<file path="config.mk">
export PLATFORM = sky130hd
export DESIGN_NAME = sd_cal_sequencer
export DESIGN_NICKNAME = d
export VERILOG_FILES = /design/src/rtl/sd_cal_sequencer.sv
export SDC_FILE = /design/constraint.sdc
export NUM_CORES = 1
export LEC_CHECK = 0
export ABC_AREA = 1
export BUFFER_PORTS_ARGS = -buffer_cell sky130_fd_sc_hd__buf_2
export CELL_PAD_IN_SITES_DETAIL_PLACEMENT = 1
export CELL_PAD_IN_SITES_GLOBAL_PLACEMENT = 2
export CORE_UTILIZATION = 38
export CTS_BUF_LIST = sky130_fd_sc_hd__clkbuf_2
export DETAILED_ROUTE_END_ITERATION = 7
export PLACE_DENSITY_LB_ADDON = 0.3
export SLEW_MARGIN = 25
export SYNTH_ARGS = -nofsm -noshare
export SYNTH_HDL_FRONTEND = slang
export SYNTH_SLANG_ARGS = --single-unit
</file>
<file path="constraint.sdc">
create_clock -name clk -period 9.6 [get_ports clk]
set_input_delay 1.92 -clock clk [delete_from_list [all_inputs] [get_ports clk]]
set_output_delay 1.92 -clock clk [all_outputs]
set_load 0.02 [all_outputs]
</file>
<file path="src/rtl/sd_cal_sequencer.sv">
module sd_cal_sequencer #(
  parameter int MAXLOG = 16,
  parameter int FRAC   = 16,
  parameter int MAXAVG = 4,
  localparam int NW = $clog2(MAXLOG + 1),
  localparam int AVW = $clog2(MAXAVG + 1),
  localparam int CW = MAXLOG + 1,
  localparam int QW = CW + FRAC,
  localparam int RW = QW + 1
) (
  input  logic                 clk,
  input  logic                 rst,
  input  logic                 sd_bit,
  input  logic [NW-1:0]        win_exp,
  input  logic [AVW-1:0]       avg_exp,
  output logic [1:0]           src_sel,
  output logic signed [RW-1:0] result,
  output logic                 cal_err,
  output logic                 res_valid
);
  localparam int AW = RW + MAXAVG;
  localparam int DCW = $clog2(QW);

  typedef enum logic [1:0] {START, MEAS, PREP, DIV} st_t;
  st_t st;
  logic accp;

  logic [NW-1:0]  n_q;
  logic [AVW-1:0] a_q;
  logic [1:0]     src;
  logic           settle;
  logic [CW-1:0]  tmr, cnt, gnd_c, pin_c, sup_c;
  logic [CW-1:0]  den_q, rem;
  logic [QW-1:0]  num, quo;
  logic [DCW-1:0] dcnt;
  logic           neg, bad;
  logic signed [AW-1:0] acc;
  logic [MAXAVG-1:0]    avn;
  logic                 errs;

  wire [CW-1:0] lim  = (CW'(1) << n_q) - CW'(1);
  wire          last = (tmr == lim);
  wire [CW-1:0] cnt_n = cnt + CW'(sd_bit);

  wire signed [CW:0] diff_w = $signed({1'b0, pin_c}) - $signed({1'b0, gnd_c});
  wire signed [CW:0] den_w  = $signed({1'b0, sup_c}) - $signed({1'b0, gnd_c});
  wire signed [CW:0] mag_w  = diff_w < 0 ? -diff_w : diff_w;

  wire [CW:0] trial = {rem, num[QW-1]};
  wire [CW:0] sub   = trial - {1'b0, den_q};
  wire        ge    = trial >= {1'b0, den_q};

  wire signed [RW-1:0] q_mag = $signed({1'b0, quo});
  wire signed [RW-1:0] q_w   = bad ? '0 : (neg ? -q_mag : q_mag);
  wire signed [AW-1:0] acc_n = acc + AW'(q_w);
  wire [MAXAVG-1:0]    avlim = MAXAVG'((1 << a_q) - 1);

  assign src_sel = (st == MEAS) ? src : 2'd0;

  always_ff @(posedge clk) begin
    if (rst) begin
      st <= START; accp <= 1'b0;
      n_q <= '0; a_q <= '0; src <= '0; settle <= 1'b1;
      tmr <= '0; cnt <= '0; gnd_c <= '0; pin_c <= '0; sup_c <= '0;
      den_q <= '0; rem <= '0; num <= '0; quo <= '0; dcnt <= '0;
      neg <= 1'b0; bad <= 1'b0;
      acc <= '0; avn <= '0; errs <= 1'b0;
      result <= '0; cal_err <= 1'b0; res_valid <= 1'b0;
    end else begin
      res_valid <= 1'b0;
      if (accp) begin
        accp <= 1'b0;
        if (avn == avlim) begin
          result    <= RW'(acc_n >>> a_q);
          cal_err   <= errs | bad;
          res_valid <= 1'b1;
          acc <= '0; avn <= '0; errs <= 1'b0;
        end else begin
          acc <= acc_n; avn <= avn + 1'b1; errs <= errs | bad;
        end
      end
      case (st)
        START: begin
          n_q <= (win_exp > NW'(MAXLOG)) ? NW'(MAXLOG) : win_exp;
          a_q <= (avg_exp > AVW'(MAXAVG)) ? AVW'(MAXAVG) : avg_exp;
          src <= 2'd0; settle <= 1'b1; tmr <= '0; cnt <= '0;
          st <= accp ? START : MEAS;
        end
        MEAS: begin
          if (!settle) cnt <= cnt_n;
          if (last) begin
            tmr <= '0;
            if (settle) settle <= 1'b0;
            else begin
              settle <= 1'b1;
              cnt <= '0;
              case (src)
                2'd0: gnd_c <= cnt_n;
                2'd1: pin_c <= cnt_n;
                default: sup_c <= cnt_n;
              endcase
              if (src == 2'd2) begin
                src <= 2'd0; st <= PREP;
              end else src <= src + 2'd1;
            end
          end else tmr <= tmr + 1'b1;
        end
        PREP: begin
          bad   <= den_w <= 0;
          neg   <= diff_w < 0;
          den_q <= den_w[CW-1:0];
          num   <= {mag_w[CW-1:0], FRAC'(0)};
          rem   <= '0; quo <= '0; dcnt <= '0;
          st    <= DIV;
        end
        default: begin
          rem  <= ge ? sub[CW-1:0] : trial[CW-1:0];
          quo  <= {quo[QW-2:0], ge};
          num  <= {num[QW-2:0], 1'b0};
          dcnt <= dcnt + 1'b1;
          if (dcnt == DCW'(QW - 1)) begin
            st <= START; accp <= 1'b1;
          end
        end
      endcase
    end
  end


  selector_code_chk: assert property (@(posedge clk) disable iff (rst) src_sel != 2'd3);

  sel_hold_chk: assert property (@(posedge clk) disable iff (rst)
    (st == MEAS && tmr != '0) |-> $stable(src_sel));

  count_bound_chk: assert property (@(posedge clk) disable iff (rst)
    (st == MEAS && !settle) |-> cnt <= tmr);

  strobe_pulse_chk: assert property (@(posedge clk) disable iff (rst) res_valid |=> !res_valid);

  result_hold_chk: assert property (@(posedge clk) disable iff (rst)
    !($stable(result) && $stable(cal_err)) |-> res_valid);

  cfg_hold_chk: assert property (@(posedge clk) disable iff (rst)
    (st != START) |=> ($stable(n_q) && $stable(a_q)));

  err_zero_chk: assert property (@(posedge clk) disable iff (rst)
    (accp && bad) |-> q_w == '0);
endmodule

</file>
==> results.ini, run 1 <==
[floorplan]
die_w_um=230
fp.dieH_um=230
io-pin-count=49
design.die.area_um2=52700
core_um2=51200
start_util_pct=38.4
placementRows=83

[clock_network]
ctsResizeCount=0
clockRootBuffer=clkbuf_2
tritoncts=yes
post_cts.repair.setup_buffers=0
cts.clk_slew.worst_paths_ps=90
cts_hold_buf=0
numCtsBuffers=83
clockBufferDepth=3
cts_sinks=270
htreeDepth=3
clkLatencyLatePin_ps=1100

[synth]
netlist.area_leader.share_pct=27.5
synth_fp_nets=3349
yosysWarnings=0
ys_ff_latch=270
synth_top_area_cell=dfxtp_1
ys_seq_area_share_pct=27.5
synthFlopType=dfxtp_1
synth_edf_count=0
syn_avg_cell_area_um2=6.09
postSynthCellCount=3233
async_flop_share_pct=0
ys_types=55
syn_area_um2=19700
synth_area_leaders=dfxtp_1 27%, nand2_1 17%, nand3_1 9.5%

[finish]
layout.area.seq_um2=5410
fillCellCount=7054
nets=3387
drive_above_1_share_pct=7.18
multi_input_area_um2=12400
final_cells=4016
finalInstanceArea_um2=21200
syn_to_final_growth_pct=7.89

[min_path]
min_path_cells=2
min_path_type=register to register

[drt]
vias=21800
first_pass_iters=5
wl_per_cell_um=18.7
viasPerCell=5.43
drt-initial-drc-count=1424
antenna_left=0
routed_wl_mm=75.0
drc=0

[grt]
met3_usage_pct=5.25
grt_max_degree=90
grt_overflow=0
antenna_found_initial=2
gr-usage-met1_pct=42.0
grt_pass1_wl_mm=119
grt.met2_usage_pct=41.6
grt_usage_pct=28.3
grt_pass1_vias=21900
top_usage_layer=met1

[timing]
slew_violations=0
relSlewSlack_pct=31.6
finalSetupViolations=0
hold_violations=0
clock_skew_ps=84.1
period_minus_slack_ps=5070
timing.fmax_ghz=0.197
tightest_slew_ps=1030
post-route-period-util_pct=52.8
rsz0062_at_grt=no
tns_ps=0

[power]
peakVddDrop_mv=0.117
powerDensity_nw_per_um2=178
p_leak_nw=10.6

[place]
placed_cell_area_um2=20500
gp_congestion=0.959
placedCellCount=3866
hpwlAfterDp_mm=58.2
io_buffers=48

[setup_path]
cp.required_ps=10590
cp-end-kind=register
start_kind=register
critPathArrivalTime_ps=6060
crit_path_max_fanout=5
path_class=register to register
slowest_stage=ha_1
worstRegToRegCells=29
slowest_delay_ps=410

[outcome]
status=finished, final reports clean

[flow_run]
maxCapViolations=0

routing by layer:
layer / share of wire, % / wire length, µm
met1: 51 / 38400
met2: 41 / 30900
met3: 5.6 / 4190
met4: 2.0 / 1480
met5: 0 / 0
final timing paths:
check | from | end | slack, ps
hold reg to reg | result[7]$_SDFFE_PP0P_ | result[7]$_SDFFE_PP0P_ | 450
setup reg to reg | quo[0]$_SDFFE_PP0N_ | result[30]$_SDFFE_PP0P_ | 4530
hold / removal | result[7]$_SDFFE_PP0P_ | result[7]$_SDFFE_PP0P_ | 450
setup / recovery | quo[0]$_SDFFE_PP0N_ | result[30]$_SDFFE_PP0P_ | 4530
power by group:
group	leakage [nW]	internal, mW	switching, mW
registers	2.18	1.18	0.0582
clock network	0.581	0.392	0.568
logic	7.82	0.464	1.11
total	10.6	2.04	1.73
worst max-delay path, delay by kind of cell (launching register included):
kind                     cells  cell delay, ps
flip-flops                   1             340
AO/OA/AOI/OAI                3             420
adder cells (fa/ha/maj)      2             580
buffers and inverters        2             170
AND/OR/NAND/NOR             22            3420
registers in the layout (all words and copies together), names as in the netlist, 2 cells and up:
register	cells
sup_c	17
cnt	17
pin_c	17
den_q	17
a_q	3
st	2
acc	38
tmr	17
gnd_c	17
src	2
dcnt	6
n_q	5
quo	33
result	34
avn	4
num	17
rem	17
layout make-up:
| cell class | instances | area share (%) |
|---|---|---|
| multi-input cells | 2455 | 58.2 |
| inverters | 396 | 7.01 |
| flip-flops and latches | 270 | 25.5 |
| repair buffers | 65 | 1.74 |
| well taps | 680 | 4.01 |
| clock buffers | 123 | 2.90 |
| diodes | 5 | 0.0589 |
| clock inverters | 22 | 0.642 |
metrics by stage:
stage | setup WS, ps | hold slack, ps | total power, mW | utilization [%]
global route | 3920 | 485 | 4.06 | 41.5
finish | 4530 | 453 | 3.77 | 41.5
global placement | 4810 | 437 | 2.79 | 40.0
floorplan | 5820 | 426 | 2.38 | -
CTS | 4640 | 459 | 3.81 | 41.4
detailed placement | 4710 | 439 | 2.82 | 40.0
layout by cell type (no fill, tap or decap), types with 3 or more instances in the layout:
master	netlist	final
inv_1	387	384
o21ai_0	140	140
buf_2	7	47
o21a_1	6	6
nor2_2	4	5
clkbuf_2	0	123
ha_1	101	101
o32ai_1	16	16
nand2_1	913	913
diode_2	0	5
nor3b_1	3	3
a31oi_1	9	9
o21ai_1	10	10
nand3_1	374	374
fa_1	4	4
nor2_1	326	323
o31ai_1	5	5
nor2_4	6	8
dfxtp_1	270	270
a21oi_1	246	246
o21bai_1	9	9
nor3_1	45	45
clkinv_1	3	21
a22oi_1	3	3
xor2_1	48	48
inv_2	6	9
nand2_2	4	4
o211ai_1	19	19
a21o_1	6	6
or2_2	12	12
nor4_1	9	9
nand3b_1	10	10
o22ai_1	22	22
a211oi_1	4	4
xnor2_1	26	26
and3_1	6	6
nand4_1	50	50
buf_4	0	18
cells by family (layout without fill, tap and decap cells):
| logic type | after synthesis | after routing | share of synthesized area (%) |
|---|---|---|---|
| AO/OA/AOI/OAI | 503 | 503 | 14.1 |
| XOR/XNOR | 74 | 74 | 3.29 |
| adder cells (fa/ha/maj) | 105 | 105 | 6.83 |
| buffers and inverters | 508 | 606 | 9.85 |
| flip-flops | 270 | 270 | 27.5 |
| other | 0 | 5 | 0 |
| AND/OR/NAND/NOR | 1773 | 1773 | 38.4 |
cell usage after synthesis, drive strengths merged (9+ instances only):
cell type / count
nand3: 377
o22ai: 22
nand2: 918
o21bai: 9
xor2: 48
nor3: 46
o32ai: 16
ha: 101
dfxtp: 270
a21oi: 246
o211ai: 19
nand4: 52
xnor2: 26
o21ai: 151
clkbuf: 85
a31oi: 9
nor2: 336
inv: 393
nor4: 9
or2: 13
buf: 27
nand3b: 10
No activity file was read; power rests on OpenSTA's default activity.
==> inputs of run 2 (changes only) <==
--- a/config.mk
+++ b/config.mk
@@ -9,7 +9,7 @@
 export BUFFER_PORTS_ARGS = -buffer_cell sky130_fd_sc_hd__buf_2
 export CELL_PAD_IN_SITES_DETAIL_PLACEMENT = 1
 export CELL_PAD_IN_SITES_GLOBAL_PLACEMENT = 2
-export CORE_UTILIZATION = 38
+export CORE_UTILIZATION = 36
 export CTS_BUF_LIST = sky130_fd_sc_hd__clkbuf_2
 export DETAILED_ROUTE_END_ITERATION = 7
 export PLACE_DENSITY_LB_ADDON = 0.3
==> constraint.sdc (replaced) <==
create_clock -name clk -period 5.1 [get_ports clk]
set_input_delay 1.02 -clock clk [delete_from_list [all_inputs] [get_ports clk]]
set_output_delay 1.02 -clock clk [all_outputs]
set_load 0.02 [all_outputs]
==> results.ini, run 2 (synthesis gave the netlist of run 1 again) <==
[grt]
grt_pass1_vias=22000  ; was 21,900
grt_pass1_wl_mm=116  ; was 119 mm
grt.met2_usage_pct=42.8  ; was 41.6%
top_usage_layer=met2  ; was met1
grt_max_degree=81  ; was 90
grt_usage_pct=25.6  ; was 28.3%
grt_overflow=0  ; unchanged
gr-usage-met1_pct=33.4  ; was 42.0%
antenna_found_initial=3  ; was 2
met3_usage_pct=4.31  ; was 5.25%

[clock_network]
tritoncts=yes  ; unchanged
clockRootBuffer=clkbuf_2  ; unchanged
htreeDepth=3  ; unchanged
clkLatencyLatePin_ps=1100  ; about the same
clockBufferDepth=3  ; unchanged
cts.clk_slew.worst_paths_ps=100  ; was 90 ps
cts_hold_buf=0  ; unchanged
numCtsBuffers=82  ; was 83
post_cts.repair.setup_buffers=0  ; unchanged
cts_sinks=270  ; unchanged

[timing]
finalSetupViolations=0  ; unchanged
finalWorstSetupSlack_ps=537  ; was 4530 ps
rsz0062_at_grt=no  ; unchanged
post-route-period-util_pct=89.5  ; was 52.8%
tns_ps=0  ; unchanged
slew_violations=0  ; unchanged
timing.fmax_ghz=0.219  ; was 0.197 GHz
tightest_slew_ps=1010  ; was 1030 ps
relSlewSlack_pct=32.7  ; was 31.6%
hold_violations=0  ; unchanged
fin_hold_ws_ps=226  ; was 453 ps
clock_skew_ps=78.7  ; was 84.1 ps
period_minus_slack_ps=4560  ; was 5070 ps

[power]
combinationalPowerShare_pct=41.3  ; was 41.7%
switching_share_pct=45.5  ; was 46.0%
powerDensity_nw_per_um2=329  ; was 178 nW/µm²
peakVddDrop_mv=0.312  ; was 0.117 mV
power.switching_mw=3.18  ; was 1.73 mW
pwr-share-clk_pct=25.4  ; was 25.5%
power_mw=6.99  ; was 3.77 mW
p_leak_nw=10.6  ; about the same
p_int_mw=3.81  ; was 2.04 mW
p_seq_share_pct=33.3  ; was 32.9%

[place]
placedCellCount=3884  ; was 3,866
io_buffers=48  ; unchanged
gp_congestion=0.922  ; was 0.959
hpwlAfterDp_mm=54.4  ; was 58.2 mm
place_ws_ps=468  ; was 4710 ps

[setup_path]
cp.required_ps=6080  ; was 10,590 ps
crit_start=quo[3]$_SDFFE_PP0N_  ; was quo[0]$_SDFFE_PP0N_
endpoint=result[30]$_SDFFE_PP0P_  ; unchanged
worstRegToRegCells=26  ; was 29
path_class=register to register  ; unchanged
critPathArrivalTime_ps=5540  ; was 6060 ps
ff2ff_setup_slack_ps=540  ; was 4530 ps
cp-end-kind=register  ; unchanged
worstReg2RegEnd=result[30]$_SDFFE_PP0P_  ; unchanged
start_kind=register  ; unchanged
r2r-start=quo[3]$_SDFFE_PP0N_  ; was quo[0]$_SDFFE_PP0N_
crit_path_max_fanout=6  ; was 5

[drt]
routed_wl_mm=70.5  ; was 75.0 mm
vias=21400  ; was 21,800
wl_per_cell_um=17.5  ; was 18.7 µm
drt-initial-drc-count=1018  ; was 1,424
drc=0  ; unchanged
first_pass_iters=5  ; unchanged
viasPerCell=5.30  ; was 5.43
antenna_left=0  ; unchanged

[finish]
final_cells=4027  ; was 4,016
reg_top3=acc (38), result (34), quo (33)  ; unchanged
largest_reg_flops=38  ; unchanged
final_common_cell=nand2_1  ; unchanged
nets=3388  ; was 3,387
final_cell_mix=913 x nand2_1, 386 x inv_1, 373 x nand3_1, 321 x nor2_1, 270 x dfxtp_1  ; was 913 x nand2_1, 384 x inv_1, 374 x nand3_1, 323 x nor2_1, 270 x dfxtp_1
top_register=acc  ; unchanged
drive_above_1_share_pct=7.18  ; about the same
syn_to_final_growth_pct=8.10  ; was 7.89%

[floorplan]
design.die.area_um2=55600  ; was 52,700 µm²
core_um2=53900  ; was 51,200 µm²
fp.dieH_um=236  ; was 230 µm
io-pin-count=49  ; unchanged
start_util_pct=36.5  ; was 38.4%
placementRows=85  ; was 83
die_w_um=236  ; was 230 µm

[min_path]
min_path_type=primary input to register  ; was register to register
worstHoldStart=win_exp[3]  ; was result[7]$_SDFFE_PP0P_

[flow_run]
maxCapViolations=0  ; unchanged

[outcome]
status=finished, final reports clean  ; unchanged

-- run 2: area by class of cell --
cell class | count | area (µm²)
Clock inverter | 26 | 158
Timing Repair Buffer | 67 | 398
Multi-Input combinational cell | 2455 | 12400
Antenna cell | 2 | 5.00
Tap cell | 696 | 871
Clock buffer | 115 | 576
Inverter | 396 | 1490
Sequential cell | 270 | 5410
Fill cell | 7332 | 32700
-- run 2: power by group through the flow --
| stage | sequential [mW] | combinational (mW) | clock [mW] |
|---|---|---|---|
| finish | 2.33 | 2.89 | 1.77 |
| global route | 2.35 | 3.27 | 1.97 |
| CTS | 2.33 | 2.91 | 1.86 |
| detailed placement | 2.38 | 2.89 | 0 |
| global placement | 2.37 | 2.82 | 0 |
| floorplan | 2.33 | 2.15 | 0 |
-- run 2: worst min path at each step --
stage / endpoint / slack, ps / cells after the start
after global routing: n_q[3]$_SDFFE_PP0P_ / 130 / 3
after CTS: n_q[3]$_SDFFE_PP0P_ / 100 / 3
final: n_q[3]$_SDFFE_PP0P_ / 230 / 3
after floorplan: num[29]$_SDFFE_PP0N_ / 430 / 2
after global placement: result[20]$_SDFFE_PP0P_ / 440 / 2
after detailed placement: result[23]$_SDFFE_PP0P_ / 440 / 2
-- run 2: critical path: stages (launching register included) --
cell     delay [ps]
dfxtp_1         340
or2_2           310
nor2_1          150
nand3_1         190
nor2_1          190
nand2_1         100
inv_1            80
nand3_1         120
nor3_1          300
inv_1           120
o21ai_2         280
o21ai_0         130
a21oi_1         180
ha_1            310
nand2_1          90
nand2_1          70
a21oi_1         340
a21oi_1         150
nor2_1          190
nand3_1         130
nand2_1         100
nand3_1         150
nand3_1         120
nand2_1          70
nor2_1          120
nor2_1           60
nor2_1           70
-- run 2: metrics by stage --
step | cell area [µm²] | util (%)
after floorplan | 19700 | -
after global placement | 20500 | 38.0
after detailed placement | 20500 | 38.0
after CTS | 21200 | 39.4
after global routing | 21300 | 39.4
final | 21300 | 39.4
-- run 2: what timing repair did --
item | in CTS | in global routing
resized for setup | 0 | 5
hold endpoints to repair | 0 | 0
endpoints found under the setup margin | 0 | 15
-- run 2: per-layer routing --
metal	wire [µm]	up-vias	share of wire, %
li1	-	10700	-
met1	33500	10200	47
met2	32400	309	46
met3	2760	114	3.9
met4	1890	0	2.7
met5	0	-	0
==> inputs of run 3 (changes only) <==
--- a/config.mk
+++ b/config.mk
@@ -9,10 +9,12 @@
 export BUFFER_PORTS_ARGS = -buffer_cell sky130_fd_sc_hd__buf_2
 export CELL_PAD_IN_SITES_DETAIL_PLACEMENT = 1
 export CELL_PAD_IN_SITES_GLOBAL_PLACEMENT = 2
-export CORE_UTILIZATION = 36
+export CORE_UTILIZATION = 38
 export CTS_BUF_LIST = sky130_fd_sc_hd__clkbuf_2
+export CTS_CLUSTER_DIAMETER = 150
 export DETAILED_ROUTE_END_ITERATION = 7
 export PLACE_DENSITY_LB_ADDON = 0.3
+export REMOVE_ABC_BUFFERS = 1
 export SLEW_MARGIN = 25
 export SYNTH_ARGS = -nofsm -noshare
 export SYNTH_HDL_FRONTEND = slang
==> constraint.sdc (replaced) <==
create_clock -name clk -period 5.51 [get_ports clk]
set_input_delay 1.102 -clock clk [delete_from_list [all_inputs] [get_ports clk]]
set_output_delay 1.102 -clock clk [all_outputs]
set_load 0.02 [all_outputs]
==> results.ini, run 3 (synthesis gave the netlist of run 1 again) <==
[outcome]
status=finished, final reports clean  ; unchanged

[floorplan]
die_w_um=230  ; was 236 µm
design.die.area_um2=52700  ; was 55,600 µm²
core_um2=51200  ; was 53,900 µm²
start_util_pct=38.4  ; was 36.5%
fp.dieH_um=230  ; was 236 µm
io-pin-count=49  ; unchanged
placementRows=83  ; was 85

[finish]
fillCellCount=7046  ; was 7,332
drive_above_1_share_pct=7.01  ; was 7.18%
finalInstanceArea_um2=21200  ; was 21,300 µm²
final_cell_mix=913 x nand2_1, 384 x inv_1, 374 x nand3_1, 322 x nor2_1, 270 x dfxtp_1  ; was 913 x nand2_1, 386 x inv_1, 373 x nand3_1, 321 x nor2_1, 270 x dfxtp_1
syn_to_final_growth_pct=7.61  ; was 8.10%
reg_top3=acc (38), result (34), quo (33)  ; unchanged
nets=3385  ; was 3,388
largest_reg_flops=38  ; unchanged
layout.area.seq_um2=5410  ; unchanged
multi_input_area_um2=12300  ; was 12,400 µm²
final_common_cell=nand2_1  ; unchanged
fin_util_pct=41.4  ; was 39.4%
final_cells=4003  ; was 4,027
top_register=acc  ; unchanged

[place]
gp_congestion=0.901  ; was 0.922
hpwlAfterDp_mm=53.1  ; was 54.4 mm
placed_cell_area_um2=20500  ; about the same
io_buffers=48  ; unchanged
placedCellCount=3866  ; was 3,884

[clock_network]
tritoncts=yes  ; unchanged
post_cts.repair.setup_buffers=0  ; unchanged
cts_sinks=270  ; unchanged
clockRootBuffer=clkbuf_2  ; unchanged
clkLatencyLatePin_ps=1040  ; was 1100 ps
clockBufferDepth=3  ; unchanged
numCtsBuffers=81  ; was 82
cts.clk_slew.worst_paths_ps=90  ; was 100 ps
htreeDepth=3  ; unchanged
ctsResizeCount=0  ; unchanged
cts_hold_buf=0  ; unchanged

[drt]
antenna_left=0  ; unchanged
routed_wl_mm=68.8  ; was 70.5 mm
drt-initial-drc-count=1048  ; was 1,018
vias=21100  ; was 21,400
wl_per_cell_um=17.2  ; was 17.5 µm
first_pass_iters=5  ; unchanged
viasPerCell=5.27  ; was 5.30
drc=0  ; unchanged

[setup_path]
start_kind=register  ; unchanged
cp-end-kind=register  ; unchanged
critPathArrivalTime_ps=5570  ; was 5540 ps
worstReg2RegEnd=result[28]$_SDFFE_PP0P_  ; was result[30]$_SDFFE_PP0P_
cp.required_ps=6420  ; was 6080 ps
slowest_stage=ha_1  ; was dfxtp_1
crit_path_max_fanout=5  ; was 6
path_common_cell=nand2_1  ; was nor2_1
ff2ff_setup_slack_ps=850  ; was 540 ps
endpoint=result[28]$_SDFFE_PP0P_  ; was result[30]$_SDFFE_PP0P_
slowest_delay_ps=370  ; was 340 ps
crit_start=quo[0]$_SDFFE_PP0N_  ; was quo[3]$_SDFFE_PP0N_
path_class=register to register  ; unchanged
worstRegToRegCells=29  ; was 26
r2r-start=quo[0]$_SDFFE_PP0N_  ; was quo[3]$_SDFFE_PP0N_

[flow_run]
maxCapViolations=0  ; unchanged

[timing]
rsz0062_at_grt=no  ; unchanged
finalSetupViolations=0  ; unchanged
clock_skew_ps=66.8  ; was 78.7 ps
slew_violations=0  ; unchanged
tns_ps=0  ; unchanged
period_minus_slack_ps=4660  ; was 4560 ps
tightest_slew_ps=900  ; was 1010 ps
hold_violations=0  ; unchanged
post-route-period-util_pct=84.5  ; was 89.5%
relSlewSlack_pct=40.0  ; was 32.7%
timing.fmax_ghz=0.215  ; was 0.219 GHz

[grt]
grt_usage_pct=26.3  ; was 25.6%
antenna_found_initial=1  ; was 3
grt_overflow=0  ; unchanged
grt_pass1_wl_mm=113  ; was 116 mm
grt_pass1_vias=22000  ; about the same
grt_max_degree=99  ; was 81

[min_path]
min_path_type=primary input to register  ; unchanged

[power]
powerDensity_nw_per_um2=303  ; was 329 nW/µm²
p_leak_nw=10.5  ; was 10.6 nW
peakVddDrop_mv=0.203  ; was 0.312 mV

-- run 3: changes by cell type in the layout (fill, tap and decap cells not counted), sizes merged --
cell	previous run	this run
inv	393	391
clkbuf	115	116
buf	67	65
diode	2	1
bufinv	2	1
clkinv	26	23
-- run 3: final cells by class --
type | count | share of cell area (%)
Multi-Input combinational cell | 2455 | 58.3
Sequential cell | 270 | 25.5
Inverter | 396 | 7.03
Tap cell | 680 | 4.02
Clock buffer | 116 | 2.74
Timing Repair Buffer | 65 | 1.83
Clock inverter | 20 | 0.532
Antenna cell | 1 | 0.0118
-- run 3: worst min-delay path by stage --
| stage | start | endpoint | slack, ps | cells after the start |
|---|---|---|---|---|
| 6_report | avg_exp[1] | a_q[1]$_SDFFE_PP0P_ | 330 | 3 |
| 5_1_grt | avg_exp[0] | a_q[0]$_SDFFE_PP0P_ | 250 | 3 |
| 4_1_cts | avg_exp[1] | a_q[1]$_SDFFE_PP0P_ | 200 | 3 |
| 3_5_place_dp | result[7]$_SDFFE_PP0P_ | result[7]$_SDFFE_PP0P_ | 430 | 2 |
| 3_3_place_gp | result[29]$_SDFFE_PP0P_ | result[29]$_SDFFE_PP0P_ | 430 | 2 |
| 2_1_floorplan | num[28]$_SDFFE_PP0N_ | num[29]$_SDFFE_PP0N_ | 430 | 2 |
-- run 3: metal layers --
| metal | GRT usage (%) | vias up | routed length, µm |
|---|---|---|---|
| li1 | - | 10700 | - |
| met1 | 35.3 | 10100 | 33900 |
| met2 | 43.8 | 246 | 31400 |
| met3 | 3.25 | 102 | 2060 |
| met4 | 8.10 | 0 | 1460 |
| met5 | 0 | - | 0 |
-- run 3: through the flow --
stage               worst slack, ps  hold WS [ps]  power, mW
global route                    334           250       6.94
global placement               1040           433       4.83
floorplan                      -682           426       4.05
CTS                             925           197       6.51
finish                          853           328       6.41
detailed placement              902           434       4.89
-- run 3: critical path, delay by kind of cell, from the launching register on --
family	cells	cell delay, ps
AOI/OAI and AO/OA	3	430
buffers and inverters	2	160
DFF	1	330
and+or+nand+nor	22	3140
adders and majority gates	2	520
-- run 3: power breakdown --
group	leakage [nW]	switching [mW]	internal, mW
clock network	0.534	0.965	0.607
logic	7.83	1.88	0.811
registers	2.18	0.0923	2.06
total	10.5	2.94	3.47
